`config.mk`:
```
export PLATFORM = sky130hd
export DESIGN_NAME = tcb_top
export DESIGN_NICKNAME = d
export VERILOG_FILES = /design/src/rtl/tcb_pkg.sv /design/src/rtl/tcb_ram.sv /design/src/rtl/tcb_capture.sv /design/src/rtl/tcb_regs.sv /design/src/rtl/tcb_top.sv
export SDC_FILE = /design/constraint.sdc
export NUM_CORES = 2
export LEC_CHECK = 0
export BUFFER_PORTS_ARGS = -buffer_cell sky130_fd_sc_hd__buf_2
export CORE_MARGIN = 5
export CORE_UTILIZATION = 41
export DETAILED_ROUTE_END_ITERATION = 12
export PLACE_DENSITY = 0.57
export SLEW_MARGIN = 10
export SYNTH_ARGS = -nofsm -noshare
export SYNTH_HDL_FRONTEND = slang
export SYNTH_SLANG_ARGS = --single-unit
```
`constraint.sdc`:
```
create_clock -name clk -period 4.81 [get_ports clk]
set_input_delay 0.7215 -clock clk [delete_from_list [all_inputs] [get_ports clk]]
set_output_delay 0.7215 -clock clk [all_outputs]
set_load 0.05 [all_outputs]
```
`src/rtl/tcb_pkg.sv`:
```
`timescale 1ns/1ps
package tcb_pkg;
  localparam int unsigned IDX_W = 3;

  typedef enum logic [IDX_W-1:0] {
    IDX_CTRL  = 3'd0,
    IDX_STAT  = 3'd1,
    IDX_DEPTH = 3'd2,
    IDX_WIDTH = 3'd3,
    IDX_DATA  = 3'd4,
    IDX_WPTR  = 3'd5,
    IDX_RPTR  = 3'd6,
    IDX_TCNT  = 3'd7
  } reg_idx_e;

  // status bit positions
  localparam int unsigned ST_FULL  = 0;
  localparam int unsigned ST_TRIG  = 1;
  localparam int unsigned ST_DONE  = 2;
  localparam int unsigned ST_EMPTY = 3;
  localparam int unsigned ST_W     = 4;
endpackage

```
`src/rtl/tcb_ram.sv`:
```
`timescale 1ns/1ps
// Simple dual-port RAM, synchronous read, written for block RAM inference.
module tcb_ram #(
  parameter int unsigned DW    = 32,
  parameter int unsigned DEPTH = 64,
  localparam int unsigned AW   = $clog2(DEPTH)
) (
  input  logic          clk,
  input  logic          we,
  input  logic [AW-1:0] waddr,
  input  logic [DW-1:0] wdata,
  input  logic          re,
  input  logic [AW-1:0] raddr,
  output logic [DW-1:0] rdata
);
  logic [DW-1:0] mem [DEPTH];

  always_ff @(posedge clk) begin
    if (we) mem[waddr] <= wdata;
  end

  always_ff @(posedge clk) begin
    if (re) rdata <= mem[raddr];
  end
endmodule

```
`src/rtl/tcb_capture.sv`:
```
`timescale 1ns/1ps
// Frame acceptance, staging, write pointer, trigger countdown and flags.
module tcb_capture #(
  parameter int unsigned DW    = 32,
  parameter int unsigned DEPTH = 64,
  localparam int unsigned AW   = $clog2(DEPTH)
) (
  input  logic          clk,
  input  logic          rst,
  input  logic          cap_en,
  input  logic          start,
  input  logic          frame_valid,
  input  logic [DW-1:0] frame_data,
  input  logic          trig_in,
  input  logic          wptr_we,
  input  logic          tcnt_we,
  input  logic [DW-1:0] wdata,
  output logic          ram_we,
  output logic [AW-1:0] ram_waddr,
  output logic [DW-1:0] ram_wdata,
  output logic [AW-1:0] wr_ptr,
  output logic [DW-1:0] tcnt,
  output logic          full,
  output logic          triggered,
  output logic          done,
  output logic          empty,
  output logic          active
);
  logic          stage_v;
  logic [DW-1:0] stage_d;
  logic          acc, trig_hit, trig_eff;

  assign active   = cap_en && !done;
  assign acc      = frame_valid && active;
  assign trig_hit = trig_in && active;
  assign trig_eff = triggered || trig_hit;

  always_ff @(posedge clk) begin
    if (rst) begin
      stage_v   <= 1'b0;
      stage_d   <= '0;
      wr_ptr    <= '0;
      full      <= 1'b0;
      triggered <= 1'b0;
      done      <= 1'b0;
      tcnt      <= '0;
    end else begin
      stage_v <= acc;
      if (acc) stage_d <= frame_data;

      if (stage_v) begin
        if (wr_ptr == AW'(DEPTH - 1)) begin
          wr_ptr <= '0;
          full   <= 1'b1;
        end else begin
          wr_ptr <= wr_ptr + AW'(1);
        end
      end
      if (wptr_we) wr_ptr <= wdata[AW-1:0];

      if (trig_hit) triggered <= 1'b1;

      if (trig_eff && !done) begin
        if (tcnt == '0) begin
          done <= 1'b1;
        end else if (acc) begin
          tcnt <= tcnt - DW'(1);
          if (tcnt == DW'(1)) done <= 1'b1;
        end
      end
      if (tcnt_we) tcnt <= wdata;

      if (start) begin
        full      <= 1'b0;
        triggered <= 1'b0;
        done      <= 1'b0;
      end
    end
  end

  assign ram_we    = stage_v;
  assign ram_waddr = wr_ptr;
  assign ram_wdata = stage_d;
  assign empty     = !stage_v;
endmodule

```
`src/rtl/tcb_regs.sv`:
```
`timescale 1ns/1ps
// Register port: control word, read pointer, decode and read-back mux.
module tcb_regs
  import tcb_pkg::*;
#(
  parameter int unsigned DW    = 32,
  parameter int unsigned DEPTH = 64,
  localparam int unsigned AW   = $clog2(DEPTH)
) (
  input  logic              clk,
  input  logic              rst,
  input  logic              reg_en,
  input  logic              reg_we,
  input  logic [IDX_W-1:0]  reg_idx,
  input  logic [AW-1:0]     wdata_lo,
  input  logic [ST_W-1:0]   status,
  input  logic [AW-1:0]     wr_ptr,
  input  logic [DW-1:0]     tcnt,
  input  logic [DW-1:0]     ram_q,
  output logic              cap_en,
  output logic              start,
  output logic              wptr_we,
  output logic              tcnt_we,
  output logic              ram_re,
  output logic [AW-1:0]     rd_ptr,
  output logic [DW-1:0]     reg_rdata,
  output logic              reg_rvalid
);
  logic [1:0]    ctrl_q;
  logic          wr_hit, rd_hit, sel_data_q;
  logic [DW-1:0] val_q, mux_val;

  assign wr_hit  = reg_en && reg_we;
  assign rd_hit  = reg_en && !reg_we;
  assign start   = wr_hit && (reg_idx == IDX_CTRL) && wdata_lo[0] && !ctrl_q[0];
  assign wptr_we = wr_hit && (reg_idx == IDX_WPTR);
  assign tcnt_we = wr_hit && (reg_idx == IDX_TCNT);
  assign ram_re  = rd_hit && (reg_idx == IDX_DATA);
  assign cap_en  = ctrl_q[0];

  always_comb begin
    mux_val = '0;
    case (reg_idx)
      IDX_CTRL:  mux_val = DW'(ctrl_q);
      IDX_STAT:  mux_val = DW'(status);
      IDX_DEPTH: mux_val = DW'(DEPTH);
      IDX_WIDTH: mux_val = DW'(DW);
      IDX_WPTR:  mux_val = DW'(wr_ptr);
      IDX_RPTR:  mux_val = DW'(rd_ptr);
      IDX_TCNT:  mux_val = tcnt;
      default:   mux_val = '0;
    endcase
  end

  always_ff @(posedge clk) begin
    if (rst) begin
      ctrl_q     <= '0;
      rd_ptr     <= '0;
      reg_rvalid <= 1'b0;
      sel_data_q <= 1'b0;
      val_q      <= '0;
    end else begin
      reg_rvalid <= rd_hit;
      sel_data_q <= ram_re;
      if (rd_hit) val_q <= mux_val;
      if (wr_hit && reg_idx == IDX_CTRL) ctrl_q <= wdata_lo[1:0];
      if (wr_hit && reg_idx == IDX_RPTR) rd_ptr <= wdata_lo;
      if (ram_re) rd_ptr <= (rd_ptr == AW'(DEPTH - 1)) ? '0 : rd_ptr + AW'(1);
    end
  end

  assign reg_rdata = sel_data_q ? ram_q : val_q;
endmodule

```
`src/rtl/tcb_top.sv`:
```
`timescale 1ns/1ps
module tcb_top
  import tcb_pkg::*;
#(
  parameter int unsigned DEPTH = 64,
  localparam int unsigned DW   = 32,
  localparam int unsigned AW   = $clog2(DEPTH)
) (
  input  logic             clk,
  input  logic             rst,
  input  logic             frame_valid,
  input  logic [DW-1:0]    frame_data,
  input  logic             trig_in,
  input  logic             reg_en,
  input  logic             reg_we,
  input  logic [IDX_W-1:0] reg_idx,
  input  logic [DW-1:0]    reg_wdata,
  output logic [DW-1:0]    reg_rdata,
  output logic             reg_rvalid,
  output logic             capturing,
  output logic             stat_full,
  output logic             stat_trig,
  output logic             stat_done,
  output logic             stat_empty
);
  logic          cap_en, cap_start, wptr_we, tcnt_we, ram_re, ram_we;
  logic [AW-1:0] wr_ptr, rd_ptr, ram_waddr;
  logic [DW-1:0] ram_wdata, ram_q, tcnt;
  logic [ST_W-1:0] status;

  always_comb begin
    status           = '0;
    status[ST_FULL]  = stat_full;
    status[ST_TRIG]  = stat_trig;
    status[ST_DONE]  = stat_done;
    status[ST_EMPTY] = stat_empty;
  end

  tcb_capture #(.DW(DW), .DEPTH(DEPTH)) u_cap (
    .clk(clk), .rst(rst), .cap_en(cap_en), .start(cap_start),
    .frame_valid(frame_valid), .frame_data(frame_data), .trig_in(trig_in),
    .wptr_we(wptr_we), .tcnt_we(tcnt_we), .wdata(reg_wdata),
    .ram_we(ram_we), .ram_waddr(ram_waddr), .ram_wdata(ram_wdata),
    .wr_ptr(wr_ptr), .tcnt(tcnt), .full(stat_full), .triggered(stat_trig),
    .done(stat_done), .empty(stat_empty), .active(capturing)
  );

  tcb_ram #(.DW(DW), .DEPTH(DEPTH)) u_ram (
    .clk(clk), .we(ram_we), .waddr(ram_waddr), .wdata(ram_wdata),
    .re(ram_re), .raddr(rd_ptr), .rdata(ram_q)
  );

  tcb_regs #(.DW(DW), .DEPTH(DEPTH)) u_regs (
    .clk(clk), .rst(rst), .reg_en(reg_en), .reg_we(reg_we), .reg_idx(reg_idx),
    .wdata_lo(reg_wdata[AW-1:0]), .status(status), .wr_ptr(wr_ptr), .tcnt(tcnt),
    .ram_q(ram_q), .cap_en(cap_en), .start(cap_start), .wptr_we(wptr_we),
    .tcnt_we(tcnt_we), .ram_re(ram_re), .rd_ptr(rd_ptr),
    .reg_rdata(reg_rdata), .reg_rvalid(reg_rvalid)
  );
endmodule

```
==> results.json <==
{
  "outcome": "complete, no violations",
  "dr.pass1.iters": 6,
  "port_buffers": 110,
  "cts_resized": 0,
  "seq_area_um2": 64800,
  "synth.distinct_cells": 78,
  "fin_ws_ps": 773,
  "syn_area_um2": 85100,
  "power_leakage_nw": 24.5,
  "cts_max_path_buffers": 3,
  "drtIter0Drc": 5373,
  "grt_max_degree": 92,
  "vdd_drop_max_v": 0.000362,
  "place_congestion": 0.835,
  "critPathRequiredTime_ps": 5350,
  "syn_inst": 4089,
  "syn_to_final_growth_pct": 13.7,
  "fin_crit_ps": 4040,
  "worstMarginPinSlew_ps": 1210,
  "crit_type": "register to register",
  "endpoint_kind": "register",
  "synth-edff-count": 2080,
  "netlist_top_cells_area": "edfxtp_1 73%, mux4_2 13%, dfxtp_1 2.7%, mux2i_1 2.1%, nor2_1 0.93%",
  "num-nets-final": 4441,
  "avgSynthCellArea_um2": 20.8,
  "dp_hpwl_um": 136000,
  "routed_via_density": 5.94,
  "die_width_um": 466,
  "critPathArrivalTime_ps": 4580,
  "grt_pass1_vias": 42174,
  "rows": 167,
  "numCtsBuffers": 212,
  "post-route-period-util_pct": 83.9,
  "postRouteAntennaNets": 0,
  "grt_pass1_wl_um": 333000,
  "synth_top_cell_by_area": "edfxtp_1",
  "drc": 0,
  "ios": 111,
  "start_util_pct": 41.2,
  "r2r_cells": 6,
  "crit_start": "u_regs.rd_ptr[0]",
  "cts_tree": "built",
  "max_cap_violations": 0,
  "p_per_area_nw_per_um2": 387,
  "cts.sinks": 2196,
  "clk_latency_ps": 860,
  "setup_viol": 0,
  "clk_pin_slew_worst_paths_ps": 60,
  "final_util_pct": 46.8,
  "drive_above_1_share_pct": 28.5,
  "via_count": 43053,
  "cts-htree-levels": 4,
  "syn-num-nets": 4166,
  "final_cells": 7244,
  "die_y_um": 466,
  "hp-class": "input port to register",
  "synth_common_cells": "2080 x edfxtp_1, 507 x mux4_2, 211 x nor2_1",
  "root_buffer": "clkbuf_16",
  "fin_setup_tns_ps": 0,
  "synthMostInstantiatedCell": "edfxtp_1",
  "endpoint": "u_ram.rdata[26]",
  "multi_input_area_um2": 19700,
  "grtUsageTotal_pct": 21.7,
  "ys.flop_type": "edfxtp_1",
  "r2r_slack_ps": 770,
  "finalHoldViolations": 0,
  "timing.rr.end": "u_ram.rdata[26]",
  "hold_buffers": 0,
  "wirelength_um": 238000,
  "final.fill_count": 17018,
  "synth-seq-cells": 2196,
  "critPathLaunchType": "register",
  "max_freq_ghz": 0.248,
  "post_cts_buffers": 0,
  "skew_ps": 27.6,
  "yosysWarningCount": 0,
  "maxSlewViolCount": 0,
  "grt_overflow": 0,
  "pre_cts_ws_ps": 781,
  "rsz0062_at_grt": "no",
  "ys_async_sr_fraction_pct": 0,
  "wl_per_cell_um": 32.8,
  "max_slew_margin_pct": 17.5,
  "worstReg2RegStart": "u_regs.rd_ptr[0]",
  "crit_fanout": 32,
  "yosysTopAreaCellShare_pct": 73.4,
  "ys_seq_area_share_pct": 76.1,
  "antenna_found_initial": 13,
  "die_area_um2": 217000,
  "core_area_um2": 207000,
  "placed_cells": 6854,
  "power_w": 0.0375
}
[cells in the final DEF, fill, tap and decap left out, drive strengths merged, types with 5 or more instances in the layout]
cell type  count
a221oi        28
mux2          44
a211oi        55
xnor2         28
a2111oi       15
clkinv       104
nand3         19
edfxtp      2080
nand2        135
nor4          20
or2            5
dfxtp        116
o21ai         28
clkbuf       256
inv           12
a221o         15
o32ai          6
buf          301
nor2b         22
a31oi         18
mux2i        181
and2          10
o22ai         17
nor3          30
nand2b         9
diode          5
a22oi         60
or4            6
nor2         213
a21oi         76
mux4         507
clkinvlp       7
o221ai        14
a22o          10
bufinv        15
or3           16
[layout make-up]
class                      count  share of cell area (%)
antenna                        5                  0.0129
clock buffer                 256                    5.67
clock inverter               129                    1.17
inverter                       9                  0.0401
multi-input combinational   1644                    20.3
sequential                  2196                    67.0
tap                         2704                    3.49
timing repair buffer         301                    2.32
[logic make-up after synthesis]
group / share of synthesized area (%)
flops: 76.1
mux: 16.1
simple gates: 2.89
compound gates: 3.09
buf+inv: 1.41
xor+xnor: 0.329
fa+ha+maj: 0.0588
[where the power goes]
group,total (W),internal [W],switching [W],leakage (nW)
Combinational,0.000736,0.000252,0.000485,5.52
Sequential,0.0207,0.0206,0.0000391,15.8
Clock,0.0161,0.00893,0.00713,3.23
Total,0.0375,0.0298,0.00765,24.5
[through the flow]
| step | hold WS (ps) | cell area, um2 |
|---|---|---|
| after global routing | 57.3 | 96800 |
| final | 97.8 | 96800 |
| after floorplan | 449 | 85100 |
| after global placement | 471 | 90200 |
| after detailed placement | 477 | 90200 |
| after CTS | 21.0 | 96800 |
[critical path, stage by stage, from the launching register on]
cell	delay, ps
dfxtp_4	770
buf_12	360
buf_12	320
mux4_2	550
mux4_2	620
a22oi_1	840
nand2_1	170
[flip-flops by register name (all words and copies together), names as in the netlist]
name and flops:
u_cap.done 1, u_cap.tcnt 32, u_regs.ctrl_q 2, u_ram.mem 2048
u_cap.triggered 1, u_ram.rdata 32, u_cap.full 1, u_cap.ram_waddr 6
u_regs.sel_data_q 1, u_regs.val_q 32, u_cap.ram_we 1, u_regs.reg_rvalid 1
u_regs.rd_ptr 6, u_cap.ram_wdata 32
[per-layer routing]
metal / track usage, % / vias up / wire length [um]
met1: 32.0 / 23251 / 102000
met3: 3.48 / 294 / 18400
met5: 0 / - / 0
met2: 33.6 / 1914 / 111000
li1: - / 17594 / -
met4: 6.20 / 0 / 6750
[how the worst min path moves through the flow]
stage | startpoint | to | slack [ps] | cells past startpoint
2_1_floorplan | u_regs.val_q[6] | u_regs.val_q[6] | 450 | 2
3_3_place_gp | u_regs.val_q[5] | u_regs.val_q[5] | 470 | 2
3_5_place_dp | u_regs.val_q[5] | u_regs.val_q[5] | 480 | 2
4_1_cts | frame_data[6] | u_cap.ram_wdata[6] | 20 | 3
5_1_grt | frame_data[6] | u_cap.ram_wdata[6] | 60 | 3
6_report | frame_data[3] | u_cap.ram_wdata[3] | 100 | 3
Power figures use the tool's default switching activity.
